==> config.mk <==
export PLATFORM = sky130hd
export DESIGN_NAME = phase_det_ctrl
export DESIGN_NICKNAME = d
export VERILOG_FILES = /design/src/rtl/pdc_pkg.sv /design/src/rtl/pdc_ref_div.sv /design/src/rtl/pdc_pfd.sv /design/src/rtl/pdc_lock.sv /design/src/rtl/phase_det_ctrl.sv
export SDC_FILE = /design/constraint.sdc
export NUM_CORES = 1
export LEC_CHECK = 0
export BUFFER_PORTS_ARGS = -buffer_cell sky130_fd_sc_hd__buf_2
export CAP_MARGIN = 5
export CELL_PAD_IN_SITES_DETAIL_PLACEMENT = 1
export CELL_PAD_IN_SITES_GLOBAL_PLACEMENT = 1
export CORE_AREA = 2 2 79 73
export DETAILED_ROUTE_END_ITERATION = 7
export DIE_AREA = 0 0 81 75
export MAX_ROUTING_LAYER = met4
export PLACE_DENSITY = 0.82
export REMOVE_ABC_BUFFERS = 1
export SETUP_SLACK_MARGIN = 0.1
export SYNTH_ARGS = -nofsm -noshare
export SYNTH_HDL_FRONTEND = slang
export SYNTH_SLANG_ARGS = --single-unit
==> constraint.sdc <==
create_clock -name clk -period 5.8 [get_ports clk]
set_input_delay 0.29 -clock clk [delete_from_list [all_inputs] [get_ports clk]]
set_output_delay 0.29 -clock clk [all_outputs]
set_load 0.02 [all_outputs]
==> src/rtl/pdc_pkg.sv <==
package pdc_pkg;

   // Detector / monitor operating modes (two-bit field of the control word)
   typedef enum logic [1:0] {
      MODE_RUN_QUIET = 2'b00,   // detector on, monitors held low
      MODE_RUN_MON   = 2'b01,   // detector on, monitors driven
      MODE_HANDOFF   = 2'b10,   // detector on until lock, monitors driven
      MODE_OFF       = 2'b11    // detector off, monitors driven
   } pd_mode_e;

   // Position of the word-select bit; only words with this bit clear apply
   localparam int SEL_POS   = 0;
   localparam int RATIO_LSB = 1;

endpackage

==> src/rtl/pdc_ref_div.sv <==
module pdc_ref_div #(
   parameter int RATIO_W   = 10,
   parameter int DEF_RATIO = 1
) (
   input  logic               clk,
   input  logic               rst_n,
   input  logic               ref_i,
   input  logic [RATIO_W-1:0] ratio_i,
   output logic               tick_o
);

   localparam logic [RATIO_W-1:0] DEF_R = RATIO_W'(DEF_RATIO);

   function automatic logic [RATIO_W-1:0] last_index(input logic [RATIO_W-1:0] r);
      return (r <= RATIO_W'(1)) ? '0 : r - RATIO_W'(1);
   endfunction

   logic               ref_q;
   logic               ref_rise;
   logic [RATIO_W-1:0] cnt_q;
   logic [RATIO_W-1:0] last_q;
   logic               tick_q;

   assign ref_rise = ref_i & ~ref_q;
   assign tick_o   = tick_q;

   always_ff @(posedge clk) begin
      if (!rst_n) begin
         ref_q  <= 1'b0;
         cnt_q  <= '0;
         last_q <= last_index(DEF_R);
         tick_q <= 1'b0;
      end else begin
         ref_q  <= ref_i;
         tick_q <= 1'b0;
         if (ref_rise) begin
            if (cnt_q >= last_q) begin
               cnt_q  <= '0;
               tick_q <= 1'b1;
               last_q <= last_index(ratio_i);   // new ratio loads at terminal count
            end else begin
               cnt_q <= cnt_q + RATIO_W'(1);
            end
         end
      end
   end


   tick_single_chk: assert property (@(posedge clk) disable iff (!rst_n)
      tick_q |=> !tick_q);

endmodule

==> src/rtl/pdc_pfd.sv <==
module pdc_pfd (
   input  logic clk,
   input  logic rst_n,
   input  logic en_i,
   input  logic sense_i,
   input  logic ref_tick_i,
   input  logic fbk_tick_i,
   output logic up_o,
   output logic dn_o
);

   logic lead_evt;
   logic lag_evt;
   logic up_q;
   logic dn_q;

   // sense bit exchanges the two detector inputs
   assign lead_evt = sense_i ? fbk_tick_i : ref_tick_i;
   assign lag_evt  = sense_i ? ref_tick_i : fbk_tick_i;

   always_ff @(posedge clk) begin
      if (!rst_n || !en_i) begin
         up_q <= 1'b0;
         dn_q <= 1'b0;
      end else if (up_q && dn_q) begin
         up_q <= 1'b0;
         dn_q <= 1'b0;
      end else begin
         up_q <= up_q | lead_evt;
         dn_q <= dn_q | lag_evt;
      end
   end

   assign up_o = up_q;
   assign dn_o = dn_q;


   both_clear_chk: assert property (@(posedge clk) disable iff (!rst_n)
      (up_q && dn_q) |=> (!up_q && !dn_q));


   held_off_chk: assert property (@(posedge clk) disable iff (!rst_n)
      !en_i |=> (!up_q && !dn_q));

endmodule

==> src/rtl/pdc_lock.sv <==
module pdc_lock #(
   parameter int LOCK_PERIODS = 16,
   parameter int WIN_MAX      = 4
) (
   input  logic clk,
   input  logic rst_n,
   input  logic en_i,
   input  logic period_i,
   input  logic up_i,
   input  logic dn_i,
   output logic lock_o
);

   localparam int W_W = $clog2(WIN_MAX + 1);
   localparam int G_W = (LOCK_PERIODS > 2) ? $clog2(LOCK_PERIODS) : 1;
   localparam logic [W_W-1:0] W_LIM  = W_W'(WIN_MAX);
   localparam logic [G_W-1:0] G_LAST = G_W'(LOCK_PERIODS - 1);

   logic           active;
   logic           viol;
   logic [W_W-1:0] width_q;
   logic [G_W-1:0] good_q;
   logic           bad_q;
   logic           locked_q;

   assign active = up_i | dn_i;
   assign viol   = active && (width_q >= W_LIM);

   always_ff @(posedge clk) begin
      if (!rst_n || !en_i) begin
         width_q  <= '0;
         good_q   <= '0;
         bad_q    <= 1'b0;
         locked_q <= 1'b0;
      end else begin
         if (!active)
            width_q <= '0;
         else if (width_q != W_LIM)
            width_q <= width_q + W_W'(1);

         if (viol) begin
            locked_q <= 1'b0;
            good_q   <= '0;
            bad_q    <= 1'b1;
         end else if (period_i) begin
            if (bad_q) begin
               bad_q <= 1'b0;                 // period that held the wide pulse ends
            end else if (good_q == G_LAST) begin
               locked_q <= 1'b1;
            end else begin
               good_q <= good_q + G_W'(1);
            end
         end
      end
   end

   assign lock_o = locked_q;


   lock_drop_chk: assert property (@(posedge clk) disable iff (!rst_n)
      viol |=> !locked_q);


   lock_at_boundary_chk: assert property (@(posedge clk) disable iff (!rst_n)
      $rose(locked_q) |-> $past(period_i));


   lock_clear_chk: assert property (@(posedge clk) disable iff (!rst_n)
      !en_i |=> !locked_q);

endmodule

==> src/rtl/phase_det_ctrl.sv <==
module phase_det_ctrl
   import pdc_pkg::*;
#(
   parameter int CFG_W        = 16,
   parameter int RATIO_W      = 10,
   parameter int DEF_RATIO    = 1,
   parameter int LOCK_PERIODS = 16,
   parameter int WIN_MAX      = 4,
   parameter bit MON_REG      = 1'b1
) (
   input  logic             clk,
   input  logic             rst_n,
   input  logic             cfg_wr_i,
   input  logic [CFG_W-1:0] cfg_word_i,
   input  logic             ref_i,
   input  logic             fbk_i,
   output logic             pump_up_o,
   output logic             pump_dn_o,
   output logic             mon_ref_o,
   output logic             mon_fbk_o,
   output logic             lock_o
);

   localparam int MODE_LSB  = RATIO_LSB + RATIO_W;
   localparam int SENSE_POS = MODE_LSB + 2;

   // elaboration-time parameter checks
   if (CFG_W < SENSE_POS + 1) begin : g_cfg_w_bad
      $error("CFG_W too narrow for ratio, mode and sense fields");
   end
   if (RATIO_W < 1 || DEF_RATIO < 0 || DEF_RATIO >= (1 << RATIO_W)) begin : g_ratio_bad
      $error("DEF_RATIO does not fit RATIO_W");
   end
   if (LOCK_PERIODS < 2) begin : g_lock_bad
      $error("LOCK_PERIODS must be at least 2");
   end
   if (WIN_MAX < 1) begin : g_win_bad
      $error("WIN_MAX must be at least 1");
   end

   logic               sense_q;
   pd_mode_e           mode_q;
   logic [RATIO_W-1:0] ratio_q;

   always_ff @(posedge clk) begin
      if (!rst_n) begin
         sense_q <= 1'b0;
         mode_q  <= MODE_RUN_QUIET;
         ratio_q <= RATIO_W'(DEF_RATIO);
      end else if (cfg_wr_i && !cfg_word_i[SEL_POS]) begin
         ratio_q <= cfg_word_i[MODE_LSB-1:RATIO_LSB];
         mode_q  <= pd_mode_e'(cfg_word_i[SENSE_POS-1:MODE_LSB]);
         sense_q <= cfg_word_i[SENSE_POS];
      end
   end

   // reference division
   logic ref_tick;

   pdc_ref_div #(
      .RATIO_W   (RATIO_W),
      .DEF_RATIO (DEF_RATIO)
   ) ref_div_i (
      .clk     (clk),
      .rst_n   (rst_n),
      .ref_i   (ref_i),
      .ratio_i (ratio_q),
      .tick_o  (ref_tick)
   );

   // feedback edge, registered to match the divider's latency
   logic fbk_q;
   logic fbk_tick_q;

   always_ff @(posedge clk) begin
      if (!rst_n) begin
         fbk_q      <= 1'b0;
         fbk_tick_q <= 1'b0;
      end else begin
         fbk_q      <= fbk_i;
         fbk_tick_q <= fbk_i & ~fbk_q;
      end
   end

   // mode decode
   logic lock_w;
   logic det_en;
   logic lock_en;
   logic mon_on;

   always_comb begin
      unique case (mode_q)
         MODE_RUN_QUIET: begin det_en = 1'b1;    mon_on = 1'b0; end
         MODE_RUN_MON:   begin det_en = 1'b1;    mon_on = 1'b1; end
         MODE_HANDOFF:   begin det_en = !lock_w; mon_on = 1'b1; end
         default:        begin det_en = 1'b0;    mon_on = 1'b1; end
      endcase
   end

   assign lock_en = (mode_q != MODE_OFF);

   logic up_w;
   logic dn_w;

   pdc_pfd pfd_i (
      .clk        (clk),
      .rst_n      (rst_n),
      .en_i       (det_en),
      .sense_i    (sense_q),
      .ref_tick_i (ref_tick),
      .fbk_tick_i (fbk_tick_q),
      .up_o       (up_w),
      .dn_o       (dn_w)
   );

   pdc_lock #(
      .LOCK_PERIODS (LOCK_PERIODS),
      .WIN_MAX      (WIN_MAX)
   ) lock_i (
      .clk      (clk),
      .rst_n    (rst_n),
      .en_i     (lock_en),
      .period_i (ref_tick),
      .up_i     (up_w),
      .dn_i     (dn_w),
      .lock_o   (lock_w)
   );

   // monitor outputs: exchanged by the sense bit, gated by the mode
   logic sel_ref;
   logic sel_fbk;

   assign sel_ref = mon_on & (sense_q ? fbk_tick_q : ref_tick);
   assign sel_fbk = mon_on & (sense_q ? ref_tick : fbk_tick_q);

   if (MON_REG) begin : g_mon_reg
      logic mon_ref_q;
      logic mon_fbk_q;
      always_ff @(posedge clk) begin
         if (!rst_n) begin
            mon_ref_q <= 1'b0;
            mon_fbk_q <= 1'b0;
         end else begin
            mon_ref_q <= sel_ref;
            mon_fbk_q <= sel_fbk;
         end
      end
      assign mon_ref_o = mon_ref_q;
      assign mon_fbk_o = mon_fbk_q;
   end else begin : g_mon_comb
      assign mon_ref_o = sel_ref;
      assign mon_fbk_o = sel_fbk;
   end

   assign pump_up_o = up_w;
   assign pump_dn_o = dn_w;
   assign lock_o    = lock_w;


   handoff_hold_chk: assert property (@(posedge clk) disable iff (!rst_n)
      (mode_q == MODE_HANDOFF && lock_w && $past(mode_q == MODE_HANDOFF && lock_w))
         |-> (!pump_up_o && !pump_dn_o));

endmodule

Word-level counts from Yosys, hierarchy flattened:

Cells that the tools add are included.

* bits in registers: 50
* bits of input ports: 21
* output and inout bits: 5
* logic and storage cells: 70

* add/subtract/negate cells: 4
* order comparisons: 3
* eq/ne operators: 5
* muxes and demuxes: 9
* bitwise logic cells: 12
* reduce and logical (&&, ||, !) cells: 20

Operators by type and width (number)
* $mux 10: 2
* $add 10x1->10 const B: 1
* $ge 10x10->1: 1
* $le 10x1->1 const B: 1
* $sub 10x1->10 const B: 1
* $reduce_or 2->1: 4
* $mux 1: 6
* $reduce_and 3->1: 2
* $logic_not 1->1: 5
* $not 1->1: 5
* $add 4x1->4 const B: 1
* $and 1x1->1: 4
* $eq 4x4->1 const B: 1
* $reduce_and 2->1: 2
* $add 3x1->3 const B: 1
* $ge 3x3->1 const B: 1
* $logic_and 1x1->1: 3
* $ne 3x3->1 const B: 1
* $or 1x1->1: 3
* $eq 2x1->1 const B: 1
* $eq 2x2->1 const B: 1
* $logic_not 2->1: 1
* $logic_or 1x1->1: 2
* $ne 2x2->1 const B: 1
* other kinds (2): 2

Longest topological paths before layout:

Gate-level depths: netlist of run 1.

* depth in word-level cells: 6
* gate-level depth with buffers: 8
* gate-level depth less buffers: 7

By module:

A second synthesis of run 1 with hierarchy kept.

* cell total of the unflattened synthesis: 284
* area total of the unflattened synthesis: 2542.4 µm²

Modules (own cells, without submodules)
* pdc_ref_div: times used 1, cells each 158, area each 1342.5 µm², seq. area each 440.4 µm²
* phase_det_ctrl: times used 1, cells each 71, area each 685.7 µm², seq. area each 340.3 µm²
* pdc_lock: times used 1, cells each 48, area each 425.4 µm², seq. area each 180.2 µm²
* pdc_pfd: times used 1, cells each 7, area each 88.8 µm², seq. area each 40.0 µm²

Worst setup path before layout of run 1:

OpenSTA, ideal clock, no wires.

* path kind: reg-to-reg
* start point: reg ref_div_i.cnt_q[0]
* end point: reg ref_div_i.last_q[0]
* setup time: 92 ps
* arrival time: 1851 ps
* data required time: 5708 ps
* setup slack: 3856 ps
* cell stages (with the launch flop): 9
* path buffers: 1
* clock period less this slack: 1944 ps
* cells stage by stage: dfxtp_1 > inv_1 > ha_1 > nand2b_4 > a211o_1 > a22o_1 > a311o_1 > buf_6 > o32ai_1

* word-level cells in the longest chain between the ends: 2

RTL lines
* start: declaration: line pdc_ref_div.sv:20 `logic [RATIO_W-1:0] cnt_q;`
* start signal: assignment: line pdc_ref_div.sv:42 `cnt_q <= cnt_q + RATIO_W'(1);`
* $ge 10x10->1: line pdc_ref_div.sv:37 `if (cnt_q >= last_q) begin`
* $reduce_and 2->1 (no source line)
* end signal: assignment: line pdc_ref_div.sv:31 `last_q <= last_index(DEF_R);`
* end signal: assignment: line pdc_ref_div.sv:40 `last_q <= last_index(ratio_i);`
* end: declaration: line pdc_ref_div.sv:21 `logic [RATIO_W-1:0] last_q;`

Every way passes these cells.
A chain may end at the register's enable or synchronous reset.

Worst setup path in the final report of run 1:

* start point: reg ref_div_i.cnt_q[0]
* end point: reg ref_div_i.last_q[6]

The elaborated chain is that of the path after synthesis.

==> flow_summary.toml, run 1 <==
[worst_hold_path]
min_from = "fbk_i"
min_path_cells = 2
hold_path.class = "input port to flip-flop"
min_to = "fbk_q"

[die]
dieArea_um2 = 6075
die_height_um = 75
design.core.area_um2 = 5192
placementRows = 25
dieWidth_um = 81
initial_utilization_pct = 44.10
design.portCount = 26

[route]
met3WireLength_um = 207
initialDrtViolationCount = 73
dr.pass1.iters = 4
dr_total_vias = 1861
maxUsedRoutingLayer = "met4"
ant_nets = 0
route.detailed.drc = 0
wl_met1_um = 2262
wl_per_cell_um = 14.00
routed_wl_um = 4927
route.met2.wl_um = 2449
via_per_inst = 5.287

[pwr]
pwr-share-seq_pct = 52.1
clkPwrFrac_pct = 35.7
internal_power_w = 0.0005225
leakage_nw = 0.9990
ir_worst_vdd_v = 0.0001174
power_density_nw_per_um2 = 277.3
p_sw_w = 0.0001877
swShare_pct = 26.43
combPwrFrac_pct = 12.2

[clock_tree]
holdBufCountCts = 0
cts_max_level = 2
cts_tree = "done"
numCtsBuffers = 5
cts_buffer_depth = 2
clkLatencyLatePin_ns = 0.32
clockRootBuffer = "clkbuf_8"
clkSinkCount = 50
path_clk_slew_ns = 0.10
postCtsSetupRepairBufs = 0
post_cts_resized = 0

[synth]
synth_compound_area_share_pct = 13.66
ys.flop_type = "dfxtp_1"
synth_xor_area_share_pct = 7.268
synth-async-reset-ratio_pct = 0
netlist_top_cells_count = "dfxtp_1 (50), nand2_1 (41), nor2_1 (24), a21oi_1 (22), inv_1 (19)"
synth-seq-cells = 50
synth_top_family_by_area = "simple AND/OR/NAND/NOR gates"
synth.area.top_cells = "dfxtp_1 (44%), ha_1 (8.7%), nand2_1 (6.7%), a21oi_1 (4.8%), nor2_1 (3.9%)"
yosysWarnings = 0
synth-simple-area-share_pct = 20.44
yosysMostFrequentCell = "dfxtp_1"
synthMuxAreaShare_pct = 1.311
ys_seq_area_share_pct = 43.72
synth_top_cell_by_area = "dfxtp_1"
syn_area_um2 = 2290
synth-edff-count = 0
synth-adder-area-share_pct = 8.743
yosys.cell_types.count = 38
synth_cells = 261
synth_top_area_share_pct = 43.72
postSynthAreaPerCell_um2 = 8.773

[worst_setup_path]
crit_slowest_cell = "o21ai_0"
rr_worst_depth = 7
worst-path-buf-inv = 1
endpoint_kind = "flip-flop"
worstSetupPathType = "flip-flop to flip-flop"
crit_required_ns = 5.96
r2r-end = "ref_div_i.last_q[6]"
path_max_fanout = 11
critPathTopFamily = "compound AO/OA/AOI/OAI gates"
setup.worst_path.start_class = "flip-flop"
path_cells = "inv_1, ha_1, nand2b_4, a211o_1, and3_1, o21ai_0, o32ai_1"
cp.arrival_ns = 2.81
critPathMaxStageDelay_ns = 0.90
r2r_start = "ref_div_i.cnt_q[0]"
reg2reg_slack_ns = 3.15

[place]
portBuffers = 23
placedCellCount = 344
hpwlAfterDp_um = 3695
gp_congestion = 0.7407

[final_layout]
n_antenna_cell = 0
drive_gt1_share_pct = 11.93
nets = 321
stdcell_count = 352
fill_cells = 658
syn2layout_area_growth_pct = 11.86

[sta]
fin_crit_ns = 2.646
fmax_mhz = 377.9
timing.final.crit_share_pct = 45.63
worst_pin_slew_ns = 1.161
drv_slew = 0
hold_slack_ns = 0.1986
slew_headroom_pct = 21.77
tns_ns = 0
setup_viol = 0
skew_ns = 0.008373
finalHoldViolCount = 0
rsz0062_at_grt = "false"

[grt]
grt-ovfl-total = 0
grt_pass1_vias = 1854
grt_pass1_wl_um = 8597
grt_max_degree = 21
antenna_found_initial = 0
grt_usage_pct = 19.03

[status]
status = "complete, no violations"

[flow_run]
drv_cap = 0
==> routing by layer <==
layer	up-vias	global-route usage, %
li1	938	-
met1	891	22.39
met2	30	33.24
met3	2	4.676
met4	0	3.955
met5	-	-
==> sequential cells by signal (all words and copies together) (netlist names) <==
signal	flops
pfd_i.dn_o	1
lock_i.lock_o	1
ref_div_i.cnt_q	10
fbk_q	1
pfd_i.up_o	1
ref_div_i.ref_q	1
mode_q	2
mon_fbk_o	1
ratio_q	10
sense_q	1
lock_i.width_q	3
ref_div_i.tick_o	1
lock_i.good_q	4
ref_div_i.last_q	10
lock_i.bad_q	1
fbk_tick_q	1
mon_ref_o	1
==> worst register-to-register path, cell delays in order, from the launching register on <==
cell      delay, ns
dfxtp_1        0.40
inv_1          0.07
ha_1           0.27
nand2b_4       0.14
a211o_1        0.29
and3_1         0.18
o21ai_0        0.90
o32ai_1        0.24
==> how the worst max path moves through the flow <==
stage | start | to | cells after the start
finish | ref_div_i.cnt_q[0] | ref_div_i.last_q[6] | 7
global route | ref_div_i.cnt_q[0] | ref_div_i.last_q[6] | 7
CTS | ref_div_i.cnt_q[0] | ref_div_i.last_q[6] | 7
detailed placement | ref_div_i.cnt_q[0] | ref_div_i.last_q[6] | 7
global placement | ref_div_i.cnt_q[0] | ref_div_i.last_q[4] | 7
floorplan | ref_div_i.cnt_q[0] | ref_div_i.last_q[2] | 7
==> area by class of cell <==
class                   count  area, um2  area share, %
flip-flops and latches     50       1001          39.08
clock inverters             3      43.79          1.710
repair buffers             23      115.1          4.494
inverters                  19      71.32          2.785
clock buffers               5      68.82          2.687
multi-input cells         185       1177          45.97
well taps                  67      83.83          3.273
==> power groups by stage <==
stage               Combinational [W]  Clock, W  Sequential, W
finish                      0.0000866  0.000254       0.000370
CTS                         0.0000880  0.000257       0.000370
global placement            0.0000829         0       0.000377
floorplan                   0.0000594         0       0.000376
detailed placement          0.0000867         0       0.000378
global route                0.0000990  0.000274       0.000372
==> cell families after synthesis <==
logic type                 Yosys count
DFF                                 50
adders and majority gates           16
and+or+nand+nor                     99
xor gates and xnor gates            19
AOI/OAI and AO/OA                   48
buffers and inverters               26
muxes                                3
==> layout by cell type (no fill, tap or decap), types with 2 or more instances in the layout <==
cell,n
clkbuf_8,5
nand4_1,2
buf_2,23
a21oi_1,22
nand2b_1,3
inv_1,19
mux2i_1,3
o21ai_0,7
and2_1,5
nand2_1,41
nor4_1,2
o32ai_1,10
nand3_1,6
nor2_1,24
nor3_1,4
xor2_1,9
dfxtp_1,50
and3_1,2
nor2b_1,4
ha_1,16
xnor2_1,10
==> stage by stage <==
stage                     cell area, um2  power [W]  setup WS, ns  util (%)
final                               2561  0.0007102         3.154     49.33
after global routing                2561  0.0007454         2.906     49.33
after CTS                           2561  0.0007155         3.137     49.33
after detailed placement            2449  0.0004647         3.195     47.16
after global placement              2449  0.0004598         3.208     47.16
after floorplan                     2250  0.0004359         3.588         -
Power figures use the tool's default switching activity.
==> inputs of run 2 (changes only) <==
--- a/config.mk
+++ b/config.mk
@@ -9,11 +9,11 @@
 export CAP_MARGIN = 5
 export CELL_PAD_IN_SITES_DETAIL_PLACEMENT = 1
 export CELL_PAD_IN_SITES_GLOBAL_PLACEMENT = 1
-export CORE_AREA = 2 2 79 73
+export CORE_AREA = 2 2 80 75
 export DETAILED_ROUTE_END_ITERATION = 7
-export DIE_AREA = 0 0 81 75
+export DIE_AREA = 0 0 82 77
 export MAX_ROUTING_LAYER = met4
-export PLACE_DENSITY = 0.82
+export PLACE_DENSITY = 0.79
 export REMOVE_ABC_BUFFERS = 1
 export SETUP_SLACK_MARGIN = 0.1
 export SYNTH_ARGS = -nofsm -noshare
==> constraint.sdc (replaced) <==
create_clock -name clk -period 2.7 [get_ports clk]
set_input_delay 0.135 -clock clk [delete_from_list [all_inputs] [get_ports clk]]
set_output_delay 0.135 -clock clk [all_outputs]
set_load 0.02 [all_outputs]
==> run 2 against run 1 <==
Flip-flop and latch count stayed put. Largest cell class unchanged. First-iteration DRC count is 15% lower. Global-route usage down 1.0 points. Maximum frequency up 14%. Clock skew increased by 0.0014 ns. Count of clock-buffer cells in the layout grew 1. Power rose by 110%. Critical endpoint is now ref_div_i.last_q[4]. Sequential share of layout area down 0.47 points. Clock power is 110% higher. Register-to-register slack got worse by 2.8 ns. Wire length decreased by 3.3%.
==> flow_summary.toml, run 2 (same netlist as run 1, synthesis figures left out) <==
[place]
portBuffers = 23
placedCellCount = 351
gp_congestion = 0.7401
hpwlAfterDp_um = 3688

[grt]
grt_usage_pct = 18.02
grt_pass1_vias = 1869
grt_pass1_wl_um = 8569
grt-ovfl-total = 0
grt_max_degree = 21
antenna_found_initial = 0

[clock_tree]
cts_buffer_depth = 2
postCtsSetupRepairBufs = 0
numCtsBuffers = 5
clkLatencyLatePin_ns = 0.31
cts_max_level = 2
clockRootBuffer = "clkbuf_8"
holdBufCountCts = 0
cts_tree = "done"
post_cts_resized = 0
clkSinkCount = 50
path_clk_slew_ns = 0.09

[sta]
slew_headroom_pct = 41.91
worst_pin_slew_ns = 0.8696
hold_slack_ns = 0.03392
fin_crit_ns = 2.319
drv_slew = 0
fmax_mhz = 431.2
tns_ns = 0
finalHoldViolCount = 0
rsz0062_at_grt = "false"
skew_ns = 0.009819
setup_viol = 0
timing.final.crit_share_pct = 85.89

[worst_setup_path]
reg2reg_slack_ns = 0.38
r2r_start = "ref_div_i.cnt_q[0]"
crit_required_ns = 2.92
cp.arrival_ns = 2.53
path_cells = "inv_1, ha_1, nand2b_4, a211o_1, a22o_1, a311o_1, o32ai_1"
crit_slowest_cell = "a311o_1"
rr_worst_depth = 7
endpoint_kind = "flip-flop"
r2r-end = "ref_div_i.last_q[4]"
path_max_fanout = 20
setup.worst_path.start_class = "flip-flop"
worst-path-buf-inv = 1
critPathTopFamily = "compound AO/OA/AOI/OAI gates"
worstSetupPathType = "flip-flop to flip-flop"
critPathMaxStageDelay_ns = 0.58

[die]
dieArea_um2 = 6314
design.portCount = 26
die_height_um = 77
design.core.area_um2 = 5465
dieWidth_um = 82
placementRows = 26
initial_utilization_pct = 41.90

[status]
status = "complete, no violations"

[final_layout]
fin_util_pct = 47.44
stdcell_count = 359
n_antenna_cell = 0
final_cell_mix = "dfxtp_1 (50), nand2_1 (41), nor2_1 (24)"
drive_gt1_share_pct = 12.80
syn2layout_area_growth_pct = 13.22
largestRegisters = "ratio_q (10), ref_div_i.cnt_q (10), ref_div_i.last_q (10)"
mostFrequentLayoutCell = "dfxtp_1"
nets = 325

[pwr]
leakage_nw = 1.011
ir_worst_vdd_v = 0.0002893
combPwrFrac_pct = 12.6
power_w = 0.001512
pwr-share-seq_pct = 52.5
swShare_pct = 25.37
power_density_nw_per_um2 = 583.2
internal_power_w = 0.001128
clkPwrFrac_pct = 34.9
p_sw_w = 0.0003836

[route]
via_per_inst = 5.153
routed_wl_um = 4762
initialDrtViolationCount = 62
dr.pass1.iters = 4
dr_total_vias = 1850
ant_nets = 0
wl_per_cell_um = 13.26
route.detailed.drc = 0

[worst_hold_path]
hold_path.class = "input port to flip-flop"
min_path_cells = 2
min_from = "fbk_i"
min_to = "fbk_q"

[flow_run]
drv_cap = 0
[run 2: how the worst max path moves through the flow]
stage / start / endpoint / slack, ns / cells past startpoint
after global placement: ref_div_i.cnt_q[0] / ref_div_i.last_q[8] / 0.46 / 7
after floorplan: ref_div_i.cnt_q[0] / ref_div_i.last_q[2] / 0.49 / 7
final: ref_div_i.cnt_q[0] / ref_div_i.last_q[4] / 0.38 / 7
after CTS: ref_div_i.cnt_q[0] / ref_div_i.last_q[4] / 0.37 / 7
after detailed placement: ref_div_i.cnt_q[0] / ref_div_i.last_q[4] / 0.39 / 7
after global routing: ref_div_i.cnt_q[0] / ref_div_i.last_q[7] / 0.27 / 7
[run 2: per-stage QoR]
stage,worst slack (ns),area [um2]
finish,0.3809,2592
global route,0.2710,2592
CTS,0.3729,2592
detailed placement,0.3887,2482
global placement,0.4554,2482
floorplan,0.4876,2250
[run 2: worst register-to-register path, cell delays in order (launching register included)]
cell	delay (ns)
dfxtp_1	0.41
inv_1	0.07
ha_1	0.27
nand2b_4	0.13
a211o_1	0.31
a22o_1	0.24
a311o_1	0.58
o32ai_1	0.22
[run 2: power by group through the flow]
| stage | sequential, W | clock [W] | combinational, W |
|---|---|---|---|
| finish | 0.000794 | 0.000527 | 0.000191 |
| global route | 0.000799 | 0.000575 | 0.000217 |
| CTS | 0.000795 | 0.000551 | 0.000195 |
| detailed placement | 0.000812 | 0 | 0.000195 |
| global placement | 0.000810 | 0 | 0.000188 |
| floorplan | 0.000809 | 0 | 0.000128 |
[run 2: final cells by class]
type | instances | area (um2)
multi-input cells | 185 | 1177
clock inverters | 2 | 37.54
fillers | 670 | 2873
clock buffers | 6 | 72.57
repair buffers | 27 | 145.1
flip-flops and latches | 50 | 1001
inverters | 19 | 71.32
well taps | 70 | 87.58
[run 2: per-layer routing]
metal	GRT usage, %	routed length [um]
met1	21.62	2241
met2	29.67	2344
met3	3.529	115
met4	6.500	60
met5	-	0
==> inputs of run 3 (changes only) <==
--- a/config.mk
+++ b/config.mk
@@ -13,7 +13,7 @@
 export DETAILED_ROUTE_END_ITERATION = 7
 export DIE_AREA = 0 0 82 77
 export MAX_ROUTING_LAYER = met4
-export PLACE_DENSITY = 0.79
+export PLACE_DENSITY = 0.78
 export REMOVE_ABC_BUFFERS = 1
 export SETUP_SLACK_MARGIN = 0.1
 export SYNTH_ARGS = -nofsm -noshare
==> run 3 against run 2 <==
Sequential share of layout area up 0.30 points. Critical endpoint is now ref_div_i.last_q[6]. Die area unchanged. Maximum frequency down 2.3%. Critical path type unchanged. Largest power group unchanged.
==> flow_summary.toml, run 3 (same netlist as run 1, synthesis figures left out) <==
[status]
status = "complete, no violations"

[grt]
antenna_found_initial = 0
grt_max_degree = 21
grt_pass1_wl_um = 8611
grt_usage_pct = 17.88
grt-ovfl-total = 0
grt_pass1_vias = 1833

[clock_tree]
cts_buffer_depth = 2
holdBufCountCts = 0
numCtsBuffers = 5
path_clk_slew_ns = 0.10
cts_tree = "done"
clkSinkCount = 50
clockRootBuffer = "clkbuf_8"
cts_max_level = 2
clkLatencyLatePin_ns = 0.31
postCtsSetupRepairBufs = 0
post_cts_resized = 0

[sta]
tns_ns = 0
timing.final.crit_share_pct = 87.92
setup_viol = 0
skew_ns = 0.005432
fmax_mhz = 421.2
drv_slew = 0
fin_crit_ns = 2.374
finalHoldViolCount = 0
slew_headroom_pct = 39.93
worst_pin_slew_ns = 0.8993
hold_slack_ns = 0.03882
rsz0062_at_grt = "false"

[route]
via_per_inst = 5.164
dr_total_vias = 1854
route.detailed.drc = 0
initialDrtViolationCount = 98
routed_wl_um = 4913
dr.pass1.iters = 4
wl_per_cell_um = 13.69
ant_nets = 0

[die]
initial_utilization_pct = 41.90
dieArea_um2 = 6314
design.core.area_um2 = 5465
die_height_um = 77
placementRows = 26
design.portCount = 26
dieWidth_um = 82

[worst_setup_path]
r2r_start = "ref_div_i.cnt_q[0]"
endpoint_kind = "flip-flop"
cp.arrival_ns = 2.58
path_cells = "inv_1, ha_1, nand2b_4, a211o_1, a22o_1, a311o_1, o32ai_1"
crit_slowest_cell = "a311o_1"
reg2reg_slack_ns = 0.33
critPathMaxStageDelay_ns = 0.60
path_depth = 7
cp-endpoint = "ref_div_i.last_q[6]"
crit_required_ns = 2.91
critPathTopFamily = "compound AO/OA/AOI/OAI gates"
rr_worst_depth = 7
path_max_fanout = 20
r2r-end = "ref_div_i.last_q[6]"
worst-path-buf-inv = 1
worstSetupPathType = "flip-flop to flip-flop"
setup.worst_path.start_class = "flip-flop"
crit_start = "ref_div_i.cnt_q[0]"

[final_layout]
largestRegisters = "ratio_q (10), ref_div_i.cnt_q (10), ref_div_i.last_q (10)"
n_antenna_cell = 0
drive_gt1_share_pct = 13.15
final_cell_mix = "dfxtp_1 (50), nand2_1 (41), nor2_1 (24)"
mostFrequentLayoutCell = "dfxtp_1"
stdcell_count = 359
syn2layout_area_growth_pct = 12.35
nets = 325

[pwr]
swShare_pct = 27.72
combPwrFrac_pct = 13.6
ir_worst_vdd_v = 0.0003115
p_sw_w = 0.0003968
leakage_nw = 1.004
internal_power_w = 0.001035
pwr-share-seq_pct = 55.4
clkPwrFrac_pct = 31.0
power_density_nw_per_um2 = 556.4

[place]
placedCellCount = 351
hpwlAfterDp_um = 3625
portBuffers = 23
gp_congestion = 0.7512

[worst_hold_path]
hold_path.class = "input port to flip-flop"

[flow_run]
drv_cap = 0
==> run 3: cell count changes in the layout (fill, tap and decap cells not counted), sizes merged <==
cell	previous run	this run
clkinv	0	2
clkbuf	6	5
bufinv	1	0
==> run 3: stage by stage <==
stage | area, um2 | total power (W) | util (%) | setup slack, ns
floorplan | 2250 | 0.0009365 | - | 0.4876
global placement | 2482 | 0.0009948 | 45.42 | 0.4637
detailed placement | 2482 | 0.001004 | 45.42 | 0.3801
CTS | 2572 | 0.001447 | 47.07 | 0.3132
global route | 2572 | 0.001499 | 47.07 | 0.1799
finish | 2572 | 0.001431 | 47.07 | 0.3261
==> run 3: final cells by class <==
| type | count | area [um2] |
|---|---|---|
| timing repair buffer | 27 | 145.1 |
| inverter | 19 | 71.32 |
| fill | 678 | 2893 |
| clock buffer | 5 | 68.82 |
| clock inverter | 3 | 21.27 |
| multi-input combinational | 185 | 1177 |
| tap | 70 | 87.58 |
| sequential | 50 | 1001 |
==> run 3: power by group through the flow <==
stage / sequential [W] / clock (W) / combinational [W]
floorplan: 0.000809 / 0 / 0.000128
global placement: 0.000809 / 0 / 0.000186
detailed placement: 0.000811 / 0 / 0.000192
CTS: 0.000794 / 0.000457 / 0.000196
global route: 0.000798 / 0.000480 / 0.000221
finish: 0.000793 / 0.000444 / 0.000194
==> run 3: worst min-delay path by stage <==
| stage | startpoint | to | slack [ns] | cells past startpoint |
|---|---|---|---|---|
| after CTS | ref_i | ref_div_i.ref_q | 0.03 | 2 |
| after detailed placement | fbk_i | fbk_q | 0.36 | 2 |
| final | ref_i | ref_div_i.ref_q | 0.04 | 2 |
| after global placement | ref_i | ref_div_i.ref_q | 0.35 | 2 |
| after global routing | fbk_i | fbk_q | 0.05 | 2 |
| after floorplan | rst_n | ratio_q[0] | 0.22 | 1 |
==> run 3: routing by layer <==
metal / global-route usage [%] / part of all wire, %
met1: 22.99 / 46
met2: 28.21 / 50
met3: 3.529 / 2.5
met4: 5.500 / 1.4
met5: - / 0
